## config.mk

```make
export PLATFORM = sky130hd
export DESIGN_NAME = iuc_inserter
export DESIGN_NICKNAME = d
export VERILOG_FILES = /design/src/rtl/iuc_pkg.sv /design/src/rtl/iuc_cfg_reg.sv /design/src/rtl/iuc_slot_seq.sv /design/src/rtl/iuc_fill_gen.sv /design/src/rtl/iuc_fill_cnt.sv /design/src/rtl/iuc_inserter.sv
export SDC_FILE = /design/constraint.sdc
export NUM_CORES = 1
export LEC_CHECK = 0
export ABC_CLOCK_PERIOD_IN_PS = 3550
export CAP_MARGIN = 10
export CORE_MARGIN = 8
export CORE_UTILIZATION = 30
export DETAILED_ROUTE_END_ITERATION = 8
export PLACE_DENSITY = 0.5
export SLEW_MARGIN = 20
export SYNTH_ARGS = -nofsm -noshare
export SYNTH_HDL_FRONTEND = slang
export SYNTH_SLANG_ARGS = --single-unit
```

## constraint.sdc

```tcl
create_clock -name clk -period 3.55 [get_ports clk]
set_input_delay 0.71 -clock clk [delete_from_list [all_inputs] [get_ports clk]]
set_output_delay 0.71 -clock clk [all_outputs]
set_load 0.02 [all_outputs]
```

## src/rtl/iuc_pkg.sv

```systemverilog
// Shared types for the filler cell inserter.
// Assumes a 9-bit configuration word laid out as {mode, upper nibble, lower nibble}.
package iuc_pkg;

    // Programmable header fields of a filler cell.
    typedef struct packed {
        logic       unassigned;  // 1: unassigned cell, 0: idle cell
        logic [3:0] hi_nib;      // upper nibble of header octet 1
        logic [3:0] lo_nib;      // lower nibble of header octet 4
    } hdr_cfg_t;

    localparam int unsigned CFG_W = $bits(hdr_cfg_t);

    // Reset value: standard idle header 00 00 00 01.
    localparam hdr_cfg_t CFG_RESET = '{unassigned: 1'b0, hi_nib: 4'h0, lo_nib: 4'h1};

endpackage

```

## src/rtl/iuc_cfg_reg.sv

```systemverilog
// Holds the programmable filler header fields.
// Assumes writes are single-cycle strobes; the value is visible one cycle after the write.
module iuc_cfg_reg
    import iuc_pkg::*;
(
    input  logic             clk,
    input  logic             rst_n,
    input  logic             wr,
    input  logic [CFG_W-1:0] wdata,
    output hdr_cfg_t         cfg
);

    hdr_cfg_t cfg_q;

    // Load the register on a write strobe, restore the idle defaults on reset.
    always_ff @(posedge clk) begin
        if (!rst_n) begin
            cfg_q <= CFG_RESET;
        end else if (wr) begin
            cfg_q <= hdr_cfg_t'(wdata);
        end
    end

    assign cfg = cfg_q;

endmodule

```

## src/rtl/iuc_slot_seq.sv

```systemverilog
// Tracks the octet position inside the current cell slot and decides, at the
// slot boundary only, whether the slot carries a buffered cell or a filler.
// Assumes the buffer presents a whole cell once it deasserts its empty flag.
module iuc_slot_seq #(
    parameter int unsigned CELL_OCTETS = 53,
    localparam int unsigned IDX_W      = $clog2(CELL_OCTETS)
) (
    input  logic             clk,
    input  logic             rst_n,
    input  logic             tx_en,
    input  logic             buf_empty,
    output logic [IDX_W-1:0] idx,
    output logic             boundary,
    output logic             cur_fill,
    output logic             buf_rd
);

    localparam logic [IDX_W-1:0] LAST_IDX = IDX_W'(CELL_OCTETS - 1);

    logic [IDX_W-1:0] idx_q;
    logic             fill_q;

    assign boundary = (idx_q == '0);
    // Type of the current slot: sampled at the boundary, held afterwards.
    assign cur_fill = boundary ? buf_empty : fill_q;
    assign buf_rd   = tx_en & ~cur_fill;
    assign idx      = idx_q;

    // Advance the octet position and latch the slot type on each emitted octet.
    always_ff @(posedge clk) begin
        if (!rst_n) begin
            idx_q  <= '0;
            fill_q <= 1'b0;
        end else if (tx_en) begin
            fill_q <= cur_fill;
            idx_q  <= (idx_q == LAST_IDX) ? '0 : idx_q + 1'b1;
        end
    end

endmodule

```

## src/rtl/iuc_fill_gen.sv

```systemverilog
// Produces the filler octet for a given position inside the cell.
// Header fields are snapshotted at the slot boundary so a mid-cell register
// write cannot alter a cell already started.
// Assumes HDR_OCTETS >= 5 and CELL_OCTETS > HDR_OCTETS.
module iuc_fill_gen
    import iuc_pkg::*;
#(
    parameter int unsigned CELL_OCTETS = 53,
    parameter int unsigned HDR_OCTETS  = 5,
    parameter logic [7:0]  PAD_BYTE    = 8'h6A,
    parameter logic [7:0]  HEC_BYTE    = 8'h00,
    localparam int unsigned IDX_W      = $clog2(CELL_OCTETS)
) (
    input  logic             clk,
    input  logic             rst_n,
    input  logic             capture,
    input  logic             boundary,
    input  logic [IDX_W-1:0] idx,
    input  hdr_cfg_t         live_cfg,
    output logic [7:0]       fill_byte
);

    localparam logic [IDX_W-1:0] IDX_GFC = IDX_W'(0);
    localparam logic [IDX_W-1:0] IDX_PTI = IDX_W'(3);
    localparam logic [IDX_W-1:0] IDX_HEC = IDX_W'(HDR_OCTETS - 1);
    localparam logic [IDX_W-1:0] IDX_PAY = IDX_W'(HDR_OCTETS);

    hdr_cfg_t   snap_q;
    hdr_cfg_t   eff;
    logic [3:0] lo_eff;
    logic [7:0] hdr_byte [HDR_OCTETS];

    // Freeze the header fields at the first octet of each slot.
    always_ff @(posedge clk) begin
        if (!rst_n) begin
            snap_q <= CFG_RESET;
        end else if (capture) begin
            snap_q <= live_cfg;
        end
    end

    // First octet uses the live register, the rest of the cell the snapshot.
    assign eff    = boundary ? live_cfg : snap_q;
    // Unassigned cells always carry a cleared loss-priority bit.
    assign lo_eff = eff.unassigned ? {eff.lo_nib[3:1], 1'b0} : eff.lo_nib;

    // Build the header octets; every bit outside the two nibbles is zero.
    for (genvar g = 0; g < HDR_OCTETS; g++) begin : g_hdr
        if (g == 0) begin : g_gfc
            assign hdr_byte[g] = {eff.hi_nib, 4'h0};
        end else if (g == 3) begin : g_pti
            assign hdr_byte[g] = {4'h0, lo_eff};
        end else if (g == HDR_OCTETS - 1) begin : g_hec
            assign hdr_byte[g] = HEC_BYTE;
        end else begin : g_zero
            assign hdr_byte[g] = 8'h00;
        end
    end

    // Select the header octet or the pad pattern by position.
    always_comb begin
        fill_byte = PAD_BYTE;
        for (int i = 0; i < HDR_OCTETS; i++) begin
            if (idx == IDX_W'(i)) begin
                fill_byte = hdr_byte[i];
            end
        end
        if (idx >= IDX_PAY) begin
            fill_byte = PAD_BYTE;
        end
    end

    // Positions named for readability of the header layout.
    logic unused_pos;
    assign unused_pos = ^{IDX_GFC, IDX_PTI, IDX_HEC};

endmodule

```

## src/rtl/iuc_fill_cnt.sv

```systemverilog
// Free-running count of inserted filler cells, wrapping at 2^CNT_W.
// Assumes inc is a single-cycle pulse per filler cell.
module iuc_fill_cnt #(
    parameter int unsigned CNT_W = 16
) (
    input  logic             clk,
    input  logic             rst_n,
    input  logic             inc,
    output logic [CNT_W-1:0] count
);

    logic [CNT_W-1:0] count_q;

    // Step the counter once per inserted filler cell.
    always_ff @(posedge clk) begin
        if (!rst_n) begin
            count_q <= '0;
        end else if (inc) begin
            count_q <= count_q + 1'b1;
        end
    end

    assign count = count_q;

endmodule

```

## src/rtl/iuc_inserter.sv

```systemverilog
// Transmit-side cell rate decoupling: forwards buffered cells, or inserts
// idle/unassigned filler cells when the buffer is empty at a cell boundary.
// Assumes the buffer delivers buf_data in the same cycle buf_rd is high and
// that one octet leaves per cycle in which tx_en is high.
module iuc_inserter
    import iuc_pkg::*;
#(
    parameter int unsigned CELL_OCTETS = 53,
    parameter int unsigned HDR_OCTETS  = 5,
    parameter logic [7:0]  PAD_BYTE    = 8'h6A,
    parameter logic [7:0]  HEC_BYTE    = 8'h00,
    parameter int unsigned CNT_W       = 16
) (
    input  logic             clk,
    input  logic             rst_n,
    input  logic             cfg_wr,
    input  logic [8:0]       cfg_wdata,
    input  logic             tx_en,
    input  logic             buf_empty,
    input  logic [7:0]       buf_data,
    output logic             buf_rd,
    output logic             out_valid,
    output logic             out_soc,
    output logic             out_fill,
    output logic [7:0]       out_data,
    output logic [CNT_W-1:0] fill_count
);

    localparam int unsigned IDX_W = $clog2(CELL_OCTETS);

    hdr_cfg_t         live_cfg;
    logic [IDX_W-1:0] idx;
    logic             boundary;
    logic             cur_fill;
    logic [7:0]       fill_byte;
    logic             fill_start;

    iuc_cfg_reg u_cfg (
        .clk   (clk),
        .rst_n (rst_n),
        .wr    (cfg_wr),
        .wdata (cfg_wdata),
        .cfg   (live_cfg)
    );

    iuc_slot_seq #(
        .CELL_OCTETS (CELL_OCTETS)
    ) u_seq (
        .clk       (clk),
        .rst_n     (rst_n),
        .tx_en     (tx_en),
        .buf_empty (buf_empty),
        .idx       (idx),
        .boundary  (boundary),
        .cur_fill  (cur_fill),
        .buf_rd    (buf_rd)
    );

    iuc_fill_gen #(
        .CELL_OCTETS (CELL_OCTETS),
        .HDR_OCTETS  (HDR_OCTETS),
        .PAD_BYTE    (PAD_BYTE),
        .HEC_BYTE    (HEC_BYTE)
    ) u_gen (
        .clk       (clk),
        .rst_n     (rst_n),
        .capture   (tx_en & boundary),
        .boundary  (boundary),
        .idx       (idx),
        .live_cfg  (live_cfg),
        .fill_byte (fill_byte)
    );

    assign fill_start = tx_en & boundary & cur_fill;

    iuc_fill_cnt #(
        .CNT_W (CNT_W)
    ) u_cnt (
        .clk   (clk),
        .rst_n (rst_n),
        .inc   (fill_start),
        .count (fill_count)
    );

    // Register the outgoing octet and its markers.
    always_ff @(posedge clk) begin
        if (!rst_n) begin
            out_valid <= 1'b0;
            out_soc   <= 1'b0;
            out_fill  <= 1'b0;
            out_data  <= 8'h00;
        end else begin
            out_valid <= tx_en;
            out_soc   <= tx_en & boundary;
            out_fill  <= tx_en & cur_fill;
            if (tx_en) begin
                out_data <= cur_fill ? fill_byte : buf_data;
            end
        end
    end

endmodule

```

## Word-level counts from Yosys, hierarchy flattened

Cells that the tools add are included.

- Bitwise logic cells: 5
- Add/sub/neg operators: 2
- Eq/ne operators: 5
- $lt $le $gt $ge: 1
- Reductions and logical operators: 1
- Multiplexer cells: 11

Operators with widths:

| kind | number |
|---|---|
| 8-bit 2-to-1 mux | 7 |
| 16-bit by 1-bit adder with 16-bit output (second input constant) | 1 |
| 6-bit by 2-bit == test with 1-bit output (second input constant) | 2 |
| 9-bit 2-to-1 mux | 1 |
| 6-bit by 1-bit adder with 6-bit output (second input constant) | 1 |
| 6-bit by 1-bit == test with 1-bit output (second input constant) | 1 |
| 6-bit by 3-bit == test with 1-bit output (second input constant) | 1 |
| 6-bit == test (second input constant) | 1 |
| 6-bit by 3-bit greater-or-equal comparator with 1-bit output (second input constant) | 1 |
| 6-bit zero test | 1 |
| 6-bit 2-to-1 mux | 1 |
| 1-bit bitwise AND | 4 |
| 1-bit 2-to-1 mux | 2 |
| 1-bit NOT | 1 |

- Bits in registers: 52
- Output and inout port bits: 28
- Input port bits: 22

## Depth between registers and ports, before layout

Gate-level depths: netlist of run 1.

- Depth after elaboration: 9
- Depth in mapped cells: 8
- Gate-level depth less buffers: 7

## Modules after synthesis

From an unflattened synthesis of run 1, not the netlist that was laid out.

- Cell total of the unflattened synthesis: 248
- Area, all modules: 2,421.1 sq um

Modules (own cells, without submodules):

| module | instances | area each (sq um) | cells each |
|---|---|---|---|
| iuc_fill_cnt | 1 | 744.5 | 83 |
| iuc_fill_gen | 1 | 514.2 | 51 |
| iuc_inserter | 1 | 437.9 | 44 |
| iuc_slot_seq | 1 | 389.1 | 42 |
| iuc_cfg_reg | 1 | 335.3 | 28 |

## Least setup slack after synthesis of run 1

OpenSTA, ideal clock, no wires.

- Kind: register -> output
- Start point: register u_seq.idx_q[2] (netlist: u_seq.idx[2])
- End point: output port buf_rd
- Arrival time: 1,674 ps
- Cell stages (with the launch flop): 7
- Data required time: 2,840 ps
- Setup slack: 1,166 ps
- Cell sequence: dfxtp_1 -> buf_6 -> nor4_2 -> nand2_1 -> a21oi_1 -> buf_2 -> and2_1

- Word-level cells in the longest chain between the ends: 4

RTL lines:

| item | RTL line | text |
|---|---|---|
| from (decl) | iuc_slot_seq.sv:20 | `logic [IDX_W-1:0] idx_q;` |
| from (signal assigned) | iuc_slot_seq.sv:36 | `idx_q <= (idx_q == LAST_IDX) ? '0 : idx_q + 1'b1;` |
| 6-bit zero test | iuc_slot_seq.sv:23 | `assign boundary = (idx_q == '0);` |
| 1-bit 2-to-1 mux | iuc_slot_seq.sv:25 | `assign cur_fill = boundary ? buf_empty : fill_q;` |
| 1-bit NOT | iuc_slot_seq.sv:26 | `assign buf_rd = tx_en & ~cur_fill;` |
| 1-bit bitwise AND | iuc_slot_seq.sv:26 |  |
| to (decl) | iuc_inserter.sv:21 | `output logic buf_rd,` |

No other way between the ends.

## Final worst setup path of run 1

- Start point: register u_seq.idx_q[0] (netlist: u_seq.idx[0])
- End point: output port buf_rd

Same word-level chain as after synthesis.

==> results of run 1 <==
==> kinds of logic (layout without fill, tap and decap cells) <==
| family | Yosys count | count (layout) |
|---|---|---|
| fa+ha+maj | 6 | 6 |
| simple gates | 97 | 97 |
| compound gates | 38 | 38 |
| flops | 48 | 48 |
| mux | 17 | 17 |
| buf+inv | 19 | 67 |
| xor+xnor | 17 | 17 |
==> critical path: stages, from the launching register on <==
cell and delay [ns]:
dfxtp_1 0.37, inv_1 0.13, ha_1 0.47, nand2_1 0.25, nor2_8 0.22, a21oi_1 0.07
and2_1 0.18, clkdlybuf4s50_1 0.54
==> power by group through the flow <==
stage	clock (mW)	combinational [mW]	sequential, mW
after floorplan	0	0.105	0.601
after global placement	0	0.200	0.592
after detailed placement	0	0.200	0.591
after CTS	0.355	0.201	0.579
after global routing	0.368	0.218	0.582
final	0.339	0.198	0.579
==> cell usage after synthesis, types with 2 or more instances <==
library cell and number:
a21oi_1 11, a31oi_1 5, a32oi_1 3, and2_1 2
and3_1 5, buf_1 3, clkbuf_1 8, dfxtp_1 48
ha_1 6, inv_1 5, mux2i_1 17, nand2_1 16
nand3_1 14, nand4_1 4, nor2_1 32, nor2b_1 5
nor3_1 4, nor4_4 2, o2111ai_1 3, o21ai_0 12
o2bb2ai_1 2, or3_1 3, xnor2_1 4, xor2_1 13
==> per-layer routing <==
layer	share of wire	routed length, µm	track usage
met4	0.0079	44	0.0378
met3	0.065	364	0.0330
met1	0.48	2670	0.133
met5	0	0	0
met2	0.45	2490	0.180
==> sequential cells by signal, summed over array words and instances, names as in the netlist <==
name	flops
out_fill	1
u_seq.idx	6
u_cnt.count	16
u_cfg.cfg	9
u_seq.fill_q	1
u_gen.snap_q	5
out_valid	1
out_soc	1
out_data	8
==> final timing paths <==
kind	end	slack, ns	cells past startpoint
worst max-delay path	buf_rd	0.30	7
worst max register to register	u_cnt.count[9]	1.26	8
worst min-delay path	u_gen.snap_q[0]	0.49	2
worst min register to register	u_gen.snap_q[0]	0.49	2
==> area by class of cell <==
class / instances / area [µm²] / area share
Clock inverter: 1 / 8.76 / 0.00304
Multi-Input combinational cell: 175 / 1160 / 0.402
Inverter: 6 / 22.5 / 0.00781
Timing Repair Buffer: 54 / 528 / 0.183
Tap cell: 99 / 124 / 0.0429
Sequential cell: 48 / 961 / 0.333
Clock buffer: 6 / 82.6 / 0.0286
==> results.json, run 1 <==
{
  "crit_fanout": 13,
  "drc": 0,
  "clock_sinks": 48,
  "place_inst": 382,
  "coreArea_mm2": 0.00718,
  "async_reset_ff_frac": 0,
  "vias": 1874,
  "netSwitchingFraction": 0.275,
  "synth_compound_area_frac": 0.105,
  "power_density_mw_per_mm2": 387,
  "routabilityCongestion": 0.729,
  "grt_util_all_layers": 0.110,
  "power_mw": 1.12,
  "clock_power_share": 0.304,
  "p_sw_mw": 0.307,
  "ir_drop_mv": 0.191,
  "holdCritPathClass": "reg -> reg",
  "cts_root_buf": "clkbuf_8",
  "p_comb_frac": 0.177,
  "grt_pass1_vias": 1865,
  "r2r_start": "u_seq.idx[0]",
  "rsz0062_at_grt": "no",
  "worstPathArrival_ns": 2.54,
  "fmax_mhz": 308,
  "outcome": "complete, no violations",
  "antenna_found_initial": 0,
  "synth-edff-count": 0,
  "cts_tree": "built",
  "yosys.area.top_type": "dfxtp_1",
  "syn_area_per_cell_um2": 9.09,
  "numCtsBuffers": 5,
  "crit_required_ns": 2.84,
  "synth-xor-area-share": 0.0677,
  "place_hpwl_mm": 4.12,
  "wl_per_cell_um": 14.3,
  "fin_skew_ns": 0.00819,
  "drtAntennaViolNets": 0,
  "grt_pass1_wl_mm": 8.90,
  "viasPerCell": 4.82,
  "grt_max_degree": 31,
  "post-cts-setup-buffers": 0,
  "initial_core_util": 0.307,
  "synth_top_family_by_area": "simple AND/OR/NAND/NOR gates",
  "cellLeakagePower_nw": 1.10,
  "fin_crit_sh": 0.915,
  "postSynthCellCount": 242,
  "seq_area_frac_synth": 0.437,
  "worstSkewPairLatency_ns": 0.30,
  "final_common_cell": "clkdlybuf4s50_1",
  "hold_buffers": 0,
  "netlist.area_leader.share": 0.437,
  "synth_warnings": 0,
  "synth_mux_area_frac": 0.0774,
  "finalHoldViolations": 0,
  "critical_path_class": "reg -> out",
  "final_util": 0.402,
  "die_y_um": 102,
  "drive_gt1_frac": 0.0655,
  "p_int_mw": 0.808,
  "ys.flop_type": "dfxtp_1",
  "syn_area_mm2": 0.00220,
  "io_buffers": 49,
  "cp-start-kind": "register",
  "area_delta_synth_final_pct": 31.2,
  "post-route-min-period_ns": 3.25,
  "hold_path_startpoint": "u_gen.snap_q[0]",
  "die_w_um": 102,
  "synth_nets": 270,
  "post-place-ws_ns": 0.451,
  "ios": 50,
  "startpoint": "u_seq.idx[0]",
  "setup_viol": 0,
  "seqPwrFrac": 0.519,
  "ys_types": 39,
  "num-fill-cells": 742,
  "slew_headroom": 0.570,
  "num_rows": 31,
  "yosys.area_share.simple": 0.242,
  "setup-tns-final_ns": 0,
  "end_kind": "primary output",
  "hold_slack_ns": 0.487,
  "initialDrtViolationCount": 123,
  "diodes": 0,
  "tightest_slew_ns": 0.639,
  "post_dp_cell_area_mm2": 0.00279,
  "synthTopCellsByArea": "dfxtp_1, mux2i_1, nor2_1",
  "drt_wl_total_mm": 5.57,
  "synth_fa_ha_area_frac": 0.0341,
  "slew_viol_final": 0,
  "fin_ws_ns": 0.303,
  "grt_overflow_total": 0,
  "htree_levels": 2,
  "dieArea_mm2": 0.0103,
  "final_area_mm2": 0.00289,
  "layout_common_cells": "clkdlybuf4s50_1, dfxtp_1, nor2_1",
  "clk_pin_slew_ns": 0.09,
  "fin_nets": 318,
  "instances_no_fill": 389,
  "cts_buffer_depth": 2,
  "cts-resized-gates": 0,
  "cap_violations": 0,
  "ys_ff_latch": 48,
  "drt_pre_antenna_iters": 4
}
Note: power is estimated with default switching activity, not from simulation.
==> inputs of run 2 (changes only) <==
--- a/config.mk
+++ b/config.mk
@@ -7,10 +7,12 @@
 export LEC_CHECK = 0
 export ABC_CLOCK_PERIOD_IN_PS = 3550
 export CAP_MARGIN = 10
-export CORE_MARGIN = 8
+export CORE_MARGIN = 4
 export CORE_UTILIZATION = 30
 export DETAILED_ROUTE_END_ITERATION = 8
 export PLACE_DENSITY = 0.5
+export RECOVER_POWER = 100
+export REMOVE_ABC_BUFFERS = 1
 export SLEW_MARGIN = 20
 export SYNTH_ARGS = -nofsm -noshare
 export SYNTH_HDL_FRONTEND = slang
==> run 2 against run 1 <==
Net effect:
- wire length is 3.2% lower
- cell area is 1.3% lower
- first-iteration DRC count is 70% lower
- sequential share of layout area is 0.45 points higher
- clock skew is 0.0078 ns higher
- utilization is 0.78 points higher
- non-clock buffer count is 1 higher
- critical path type unchanged
- largest power group unchanged
==> results.json, run 2 (synthesis results as in run 1) <==
{
  "cp-start-kind": "register",
  "crit_required_ns": 2.84,
  "vias": 1851,
  "routabilityCongestion": 0.781,
  "dr_wl_met2_mm": 2.69,
  "fin_ws_ns": 0.294,
  "fmax_mhz": 307,
  "layout_common_cells": "dfxtp_1, nor2_1, dlygate4sd3_1",
  "io_buffers": 49,
  "grt_overflow_total": 0,
  "dieArea_mm2": 0.00877,
  "critical_path_class": "reg -> out",
  "routed.top_layer": "met4",
  "setup_viol": 0,
  "holdCritPathClass": "reg -> reg",
  "netSwitchingFraction": 0.277,
  "drc": 0,
  "post-place-ws_ns": 0.436,
  "met1_length_mm": 2.41,
  "ir_drop_mv": 0.161,
  "viasPerCell": 4.78,
  "final_util": 0.410,
  "seqPwrFrac": 0.535,
  "antenna_found_initial": 0,
  "place_hpwl_mm": 3.97,
  "largest_reg_flops": 16,
  "fin_skew_ns": 0.0160,
  "end_kind": "primary output",
  "wl_per_cell_um": 13.9,
  "cts-resized-gates": 0,
  "setup-tns-final_ns": 0,
  "grt_max_degree": 31,
  "slew_headroom": 0.120,
  "die_y_um": 93.6,
  "num-fill-cells": 710,
  "p_int_mw": 0.780,
  "finalHoldViolations": 0,
  "ios": 50,
  "hold_buffers": 0,
  "outcome": "complete, no violations",
  "fin_nets": 319,
  "fin_crit_sh": 0.917,
  "worstSkewPairLatency_ns": 0.30,
  "rsz0062_at_grt": "no",
  "clock_power_share": 0.291,
  "post-route-min-period_ns": 3.26,
  "cts_tree": "built",
  "area_delta_synth_final_pct": 29.4,
  "drtAntennaViolNets": 0,
  "whs_endpoint": "u_gen.snap_q[0]",
  "slew_viol_final": 0,
  "rrSetupSlack_ns": 1.24,
  "p_sw_mw": 0.299,
  "rr_endpoint": "u_cnt.count[13]",
  "clk_pin_slew_ns": 0.08,
  "num_rows": 30,
  "hold_path_startpoint": "u_gen.snap_q[0]",
  "cellLeakagePower_nw": 1.17,
  "coreArea_mm2": 0.00694,
  "final_common_cell": "dfxtp_1",
  "r2r_start": "u_seq.idx[0]",
  "cap_violations": 0,
  "drt_pre_antenna_iters": 4,
  "power_mw": 1.08,
  "cts_buffer_depth": 2,
  "post-cts-setup-buffers": 0,
  "min_path_cells": 2,
  "grt_pass1_wl_mm": 8.80,
  "grt_pass1_vias": 1830,
  "clock_sinks": 48,
  "tightest_slew_ns": 1.32,
  "met3WireLength_um": 272,
  "diodes": 0,
  "grt_util_all_layers": 0.127,
  "drt_wl_total_mm": 5.39,
  "crit_fanout": 13,
  "power_density_mw_per_mm2": 379,
  "drive_gt1_frac": 0.0481,
  "worstPathArrival_ns": 2.55,
  "numCtsBuffers": 5,
  "worstRegToRegCells": 8,
  "initialDrtViolationCount": 37,
  "initial_core_util": 0.317,
  "p_comb_frac": 0.173,
  "htree_levels": 2,
  "cts_root_buf": "clkbuf_8",
  "die_w_um": 93.6
}
==> run 2: metrics by stage <==
step | hold WS (ns) | instances | area (µm²)
after floorplan | 0.445 | 229 | 2140
after global placement | 0.469 | 380 | 2800
after detailed placement | 0.472 | 380 | 2800
after CTS | 0.493 | 387 | 2880
after global routing | 0.515 | 387 | 2850
final | 0.482 | 387 | 2850
==> run 2: layout make-up <==
cell class / count / area [µm²] / area share
flip-flops and latches: 48 / 961 / 0.338
well taps: 96 / 120 / 0.0422
clock buffers: 6 / 72.6 / 0.0255
repair buffers: 55 / 520 / 0.183
inverters: 6 / 22.5 / 0.00791
clock inverters: 1 / 5.00 / 0.00176
multi-input cells: 175 / 1140 / 0.402
==> run 2: power groups by stage <==
stage | logic, mW | registers [mW] | clock network (mW)
2_1_floorplan | 0.0939 | 0.601 | 0
3_3_place_gp | 0.198 | 0.591 | 0
3_5_place_dp | 0.199 | 0.591 | 0
4_1_cts | 0.200 | 0.579 | 0.326
5_1_grt | 0.205 | 0.581 | 0.349
6_report | 0.187 | 0.578 | 0.314
==> run 2: per-layer routing <==
metal | up-vias | global-route usage
li1 | 935 | -
met2 | 38 | 0.225
met3 | 2 | 0.0338
met1 | 876 | 0.153
met5 | - | 0
met4 | 0 | 0.0253
==> run 2: critical path: stages (launching register included) <==
cell and delay, ns:
dfxtp_1 0.37, inv_1 0.12, ha_1 0.48, nand2_1 0.20
nor2_4 0.28, a21oi_1 0.08, and2_1 0.18, clkdlybuf4s50_1 0.54
==> run 2: how the worst max path moves through the flow <==
stage,startpoint,to,slack (ns),cells after the start
6_report,u_seq.idx[0],buf_rd,0.29,7
5_1_grt,u_seq.idx[0],buf_rd,0.11,7
4_1_cts,u_seq.idx[0],buf_rd,0.25,7
3_5_place_dp,buf_empty,buf_rd,0.44,6
3_3_place_gp,buf_empty,buf_rd,0.47,6
2_1_floorplan,u_seq.idx[0],buf_rd,0.86,6
